### src/rtl/irq_pkg.sv
package irq_pkg;
  localparam int NSRC = 5;
  localparam int NEXC = 3;
  localparam int IW   = $clog2(NSRC);

  typedef enum logic [IW-1:0] {
    SRC_NMI = 3'd0,
    SRC_OVF = 3'd1,
    SRC_DIV = 3'd2,
    SRC_ILL = 3'd3,
    SRC_MSK = 3'd4
  } src_e;

  typedef enum logic [1:0] {
    SQ_IDLE = 2'd0,
    SQ_PUSH = 2'd1,
    SQ_LOAD = 2'd2
  } seq_e;
endpackage

### src/rtl/irq_pending.sv
module irq_pending #(
  parameter int NEXC = 3
) (
  input  logic            clk,
  input  logic            rst_n,
  input  logic            nmi_in,
  input  logic [NEXC-1:0] exc_in,
  input  logic            clr_nmi,
  input  logic [NEXC-1:0] clr_exc,
  output logic            nmi_pend,
  output logic [NEXC-1:0] exc_pend
);
  logic nmi_prev;
  logic nmi_rise;

  assign nmi_rise = nmi_in & ~nmi_prev;

  // Edge-capture the non-maskable line: one rising edge makes one pending request.
  always_ff @(posedge clk) begin
    if (!rst_n) begin
      nmi_prev <= 1'b0;
      nmi_pend <= 1'b0;
    end else begin
      nmi_prev <= nmi_in;
      if (nmi_rise)     nmi_pend <= 1'b1;
      else if (clr_nmi) nmi_pend <= 1'b0;
    end
  end

  // One sticky pending bit per exception flag.
  // A new flag pulse wins over a clear in the same cycle.
  for (genvar g = 0; g < NEXC; g++) begin : g_exc
    always_ff @(posedge clk) begin
      if (!rst_n)          exc_pend[g] <= 1'b0;
      else if (exc_in[g])  exc_pend[g] <= 1'b1;
      else if (clr_exc[g]) exc_pend[g] <= 1'b0;
    end
  end
endmodule

### src/rtl/irq_prio.sv
module irq_prio #(
  parameter int N  = 5,
  parameter int IW = $clog2(N)
) (
  input  logic [N-1:0]  req,
  output logic          any,
  output logic [IW-1:0] idx,
  output logic [N-1:0]  grant
);
  // Lowest index wins: walk from the highest index down so lower ones overwrite.
  always_comb begin
    idx   = '0;
    grant = '0;
    for (int i = N - 1; i >= 0; i--) begin
      if (req[i]) begin
        idx   = IW'(i);
        grant = N'(1) << i;
      end
    end
  end

  assign any = |req;
endmodule

### src/rtl/irq_dflag.sv
module irq_dflag (
  input  logic clk,
  input  logic rst_n,
  input  logic cmd_ei,
  input  logic cmd_di,
  input  logic take_mask,
  output logic flag
);
  // Precedence: maskable take, then disable, then enable. Reset leaves interrupts blocked.
  always_ff @(posedge clk) begin
    if (!rst_n)                 flag <= 1'b1;
    else if (take_mask| cmd_di) flag <= 1'b1;
    else if (cmd_ei)            flag <= 1'b0;
  end
endmodule

### src/rtl/irq_seq.sv
module irq_seq #(
  parameter int VW         = 16,
  parameter int VEC_BASE   = 'h40,
  parameter int VEC_STRIDE = 8,
  parameter int IW         = 3
) (
  input  logic          clk,
  input  logic          rst_n,
  input  logic          instr_end,
  input  logic          any_req,
  input  logic [IW-1:0] win_idx,
  output logic          accept,
  output logic          push_pc,
  output logic          take_pulse,
  output logic [VW-1:0] vector
);
  import irq_pkg::*;

  seq_e          st;
  logic [VW-1:0] vec_next;

  assign vec_next = VW'(VEC_BASE + int'(win_idx) * VEC_STRIDE);
  assign accept   = (st == SQ_IDLE) && instr_end && any_req;

  always_ff @(posedge clk) begin
    if (!rst_n) begin
      st     <= SQ_IDLE;
      vector <= '0;
    end else begin
      unique case (st)
        SQ_IDLE: if (accept) begin
          st     <= SQ_PUSH;
          vector <= vec_next;
        end
        SQ_PUSH: st <= SQ_LOAD;
        SQ_LOAD: st <= SQ_IDLE;
        default: st <= SQ_IDLE;
      endcase
    end
  end

  assign push_pc    = (st == SQ_PUSH);
  assign take_pulse = (st == SQ_LOAD);
endmodule

### src/rtl/irq_accept.sv
module irq_accept #(
  parameter int VW         = 16,
  parameter int VEC_BASE   = 'h40,
  parameter int VEC_STRIDE = 8
) (
  input  logic          clk,
  input  logic          rst_n,
  input  logic          nmi_in,
  input  logic          exc_ovf,
  input  logic          exc_div0,
  input  logic          exc_illop,
  input  logic          mask_irq,
  input  logic          cmd_ei,
  input  logic          cmd_di,
  input  logic          instr_end,
  output logic          push_pc,
  output logic          take_pulse,
  output logic [VW-1:0] vector,
  output logic          int_disable
);
  import irq_pkg::*;

  logic            nmi_pend;
  logic [NEXC-1:0] exc_pend;
  logic [NSRC-1:0] req;
  logic [NSRC-1:0] grant;
  logic [IW-1:0]   win_idx;
  logic            any_req;
  logic            accept;
  logic [NSRC-1:0] taken;

  irq_pending #(.NEXC(NEXC)) u_pend (
    .clk     (clk),
    .rst_n   (rst_n),
    .nmi_in  (nmi_in),
    .exc_in  ({exc_illop, exc_div0, exc_ovf}),
    .clr_nmi (taken[SRC_NMI]),
    .clr_exc (taken[NEXC:1]),
    .nmi_pend(nmi_pend),
    .exc_pend(exc_pend)
  );

  // Request vector, ordered by priority (index 0 is highest).
  assign req = {mask_irq & ~int_disable, exc_pend, nmi_pend};

  irq_prio #(.N(NSRC), .IW(IW)) u_prio (
    .req  (req),
    .any  (any_req),
    .idx  (win_idx),
    .grant(grant)
  );

  irq_seq #(
    .VW(VW), .VEC_BASE(VEC_BASE), .VEC_STRIDE(VEC_STRIDE), .IW(IW)
  ) u_seq (
    .clk       (clk),
    .rst_n     (rst_n),
    .instr_end (instr_end),
    .any_req   (any_req),
    .win_idx   (win_idx),
    .accept    (accept),
    .push_pc   (push_pc),
    .take_pulse(take_pulse),
    .vector    (vector)
  );

  assign taken = accept ? grant : '0;

  irq_dflag u_flag (
    .clk      (clk),
    .rst_n    (rst_n),
    .cmd_ei   (cmd_ei),
    .cmd_di   (cmd_di),
    .take_mask(taken[SRC_MSK]),
    .flag     (int_disable)
  );
endmodule

### config.mk
export PLATFORM = sky130hd
export DESIGN_NAME = irq_accept
export DESIGN_NICKNAME = d
export VERILOG_FILES = /design/src/rtl/irq_pkg.sv /design/src/rtl/irq_pending.sv /design/src/rtl/irq_prio.sv /design/src/rtl/irq_dflag.sv /design/src/rtl/irq_seq.sv /design/src/rtl/irq_accept.sv
export SDC_FILE = /design/constraint.sdc
export NUM_CORES = 1
export LEC_CHECK = 0
export BUFFER_PORTS_ARGS = -buffer_cell sky130_fd_sc_hd__clkbuf_2
export CAP_MARGIN = 15
export CORE_MARGIN = 10
export CORE_UTILIZATION = 31
export DETAILED_ROUTE_END_ITERATION = 6
export PLACE_DENSITY_LB_ADDON = 0.2
export SKIP_LAST_GASP = 1
export SYNTH_ARGS = -nofsm -noshare
export SYNTH_HDL_FRONTEND = slang
export SYNTH_HIERARCHICAL = 1
export SYNTH_SLANG_ARGS = --single-unit
### constraint.sdc
create_clock -name clk -period 1.52 [get_ports clk]
set_input_delay 0.076 -clock clk [delete_from_list [all_inputs] [get_ports clk]]
set_output_delay 0.076 -clock clk [all_outputs]
set_load 0.05 [all_outputs]
==> flow_summary.ini <==
[cts]
ctsLongestPathBuffers = 2
h-tree-depth = 1
clockRootBuffer = clkbuf_4
clkSlewWorstSetupHoldPaths_ps = 70
clock_sinks = 12
cts_inserted_buffers = 3
cts_tree = done
clk_latency_ps = 270
post_cts.repair.setup_buffers = 0

[worst_setup_path]
worst_path_max_delay_cell = dfxtp_2
crit_arrival_ps = 1550
worstPathMaxFanout = 10
rr_worst_depth = 6
max_stage_delay_ps = 330
critPathLaunchType = flop
worst-setup-path-type = flop to flop
path_cells = nor2b_1, nand3b_1, and4bb_4, and2_1, nor2b_4, o21a_1
worstSetupEndpointType = flop
cp.required_ps = 1690

[floorplan]
coreArea_um2 = 2000
ios = 29
start_util_pct = 33.3
fp-row-count = 16
die_height_um = 66.4
dieWidth_um = 66.4
die_area_um2 = 4410

[drt]
drt-pass1-iter-count = 2
drtAntennaViolNets = 0
wl_um = 1240
drt_iter0_markers = 20
via_per_inst = 4.06
wl_per_cell_um = 10.7
remaining_drc_errors = 0
via_count = 471

[placed_design]
portBuffers = 16
dp_hpwl_um = 997
dp.cells = 113
placed_area_um2 = 711
globalplace.congestion = 0.686

[global_route]
grt_most_used_layer = met2
grt_first_pass_wirelength_um = 2110
grtUsageMet1_pct = 7.38
grt_max_degree = 16
grtUsageTotal_pct = 6.15
grt_pass1_vias = 485
use_met3_pct = 3.56
gr-total-overflow = 0
grt_use_met2_pct = 8.01
antenna_found_initial = 0

[sta]
report.final.setup_viol = 0
finalSetupTns_ps = 0
maxSlewViolCount = 0
clock_skew_ps = 1.68
finalCritPeriodShare_pct = 91.2
hold_ws_ps = 11.4
rsz0062_at_grt = false
hold_viol = 0
min_period_ps = 1390
max_clock_freq_ghz = 0.721

[yosys]
syn_area_per_cell_um2 = 9.01
async_reset_ff_share_pct = 0
synth_edf_count = 0
synthFlopType = dfxtp_1
ys_ff_latch = 12
yosysWarnings = 6
syn_area_um2 = 667
synth_cell_types = 22
seq_area_frac_synth_pct = 36.0
synth_cells = 74

[pwr]
leakage_nw = 0.350
powerDensity_nw_per_um2 = 1010
max-vdd-ir-drop_v = 0.000413

[cells_and_area]
final_util_pct = 36.8
area_growth_pct = 10.5
stdcell_count = 116
final_cell_mix = clkbuf_2, conb_1, dfxtp_1, and2_1, nand2_1
fillers = 222
diodes = 0
nets = 101
design_area_um2 = 737
final_common_cell = clkbuf_2
drive_above_1_share_pct = 30.3

[min_path]
hp-class = input pin to flop
min_path_cells = 3

[flow_run]
cap_violations = 0

[status]
outcome = complete, no violations
-- metrics by stage --
stage | total power [mW] | worst slack, ps
6_report | 0.747 | 134
5_1_grt | 0.803 | 5.81
4_1_cts | 0.760 | 47.6
3_5_place_dp | 0.563 | 64.6
3_3_place_gp | 0.562 | 106
2_1_floorplan | 0.558 | 31.2
-- worst max-delay path: cells and delay by family, from the launching register on --
family | cells | cell delay [ps]
AO/OA/AOI/OAI | 1 | 150
flip-flops | 1 | 330
AND/OR/NAND/NOR | 5 | 800
-- final timing paths --
| check | end | startpoint | slack [ps] |
|---|---|---|---|
| setup / recovery | u_pend/exc_pend[2]$_SDFFE_PN0P_ | u_flag/flag$_SDFFE_PP1P_ | 130 |
| hold reg to reg | u_seq/vector[3]$_SDFFE_PN0P_ | u_seq/vector[3]$_SDFFE_PN0P_ | 460 |
| setup reg to reg | u_pend/exc_pend[2]$_SDFFE_PN0P_ | u_flag/flag$_SDFFE_PP1P_ | 130 |
| hold / removal | u_flag/flag$_SDFFE_PP1P_ | cmd_di | 10 |
-- what timing repair did --
action	4_1_cts	5_1_grt
gates resized for setup	0	1
hold buffers	0	0
setup endpoints to repair	0	3
-- layout make-up --
type | count | area, um2 | area share, %
well taps | 27 | 33.8 | 4.58
repair buffers | 17 | 87.6 | 11.9
multi-input cells | 56 | 348 | 47.2
flip-flops and latches | 12 | 241 | 32.8
clock buffers | 3 | 22.5 | 3.06
inverters | 1 | 3.75 | 0.509
-- state kept, by name (all words and copies together) (netlist names) --
register and flops:
u_flag/flag 1, u_seq/vector 4, u_pend/exc_pend 3, u_pend/nmi_prev 1
u_seq/st 2, u_pend/nmi_pend 1
-- per-layer routing --
layer | vias to the layer above | share of wire, %
li1 | 241 | -
met1 | 202 | 44
met2 | 23 | 38
met3 | 5 | 15
met4 | 0 | 2.3
met5 | - | 0
-- synthesized netlist by cell type (all sizes together) (2+ instances only) --
library cell	n	share of area [%]
dfxtp	12	36
nor3	2	1.5
nand2b	4	3.8
mux2i	3	4.5
nor2b	6	9.0
nand2	6	3.4
and2	9	8.4
buf	15	17
nor2	4	2.6
o21a	4	4.5
-- power breakdown --
group          internal (mW)  switching (mW)  leakage (nW)  total [mW]
Clock                 0.0916          0.0986        0.0138       0.190
Sequential             0.335          0.0132        0.0988       0.348
Combinational         0.0602           0.149         0.238       0.209
-- cell families after synthesis --
logic type	after synthesis	synth area share, %
mux	3	4.50
other cells	1	0.562
compound gates	6	6.94
simple gates	35	33.4
flops	12	36.0
buf+inv	17	18.6
No activity file was read; power rests on OpenSTA's default activity.
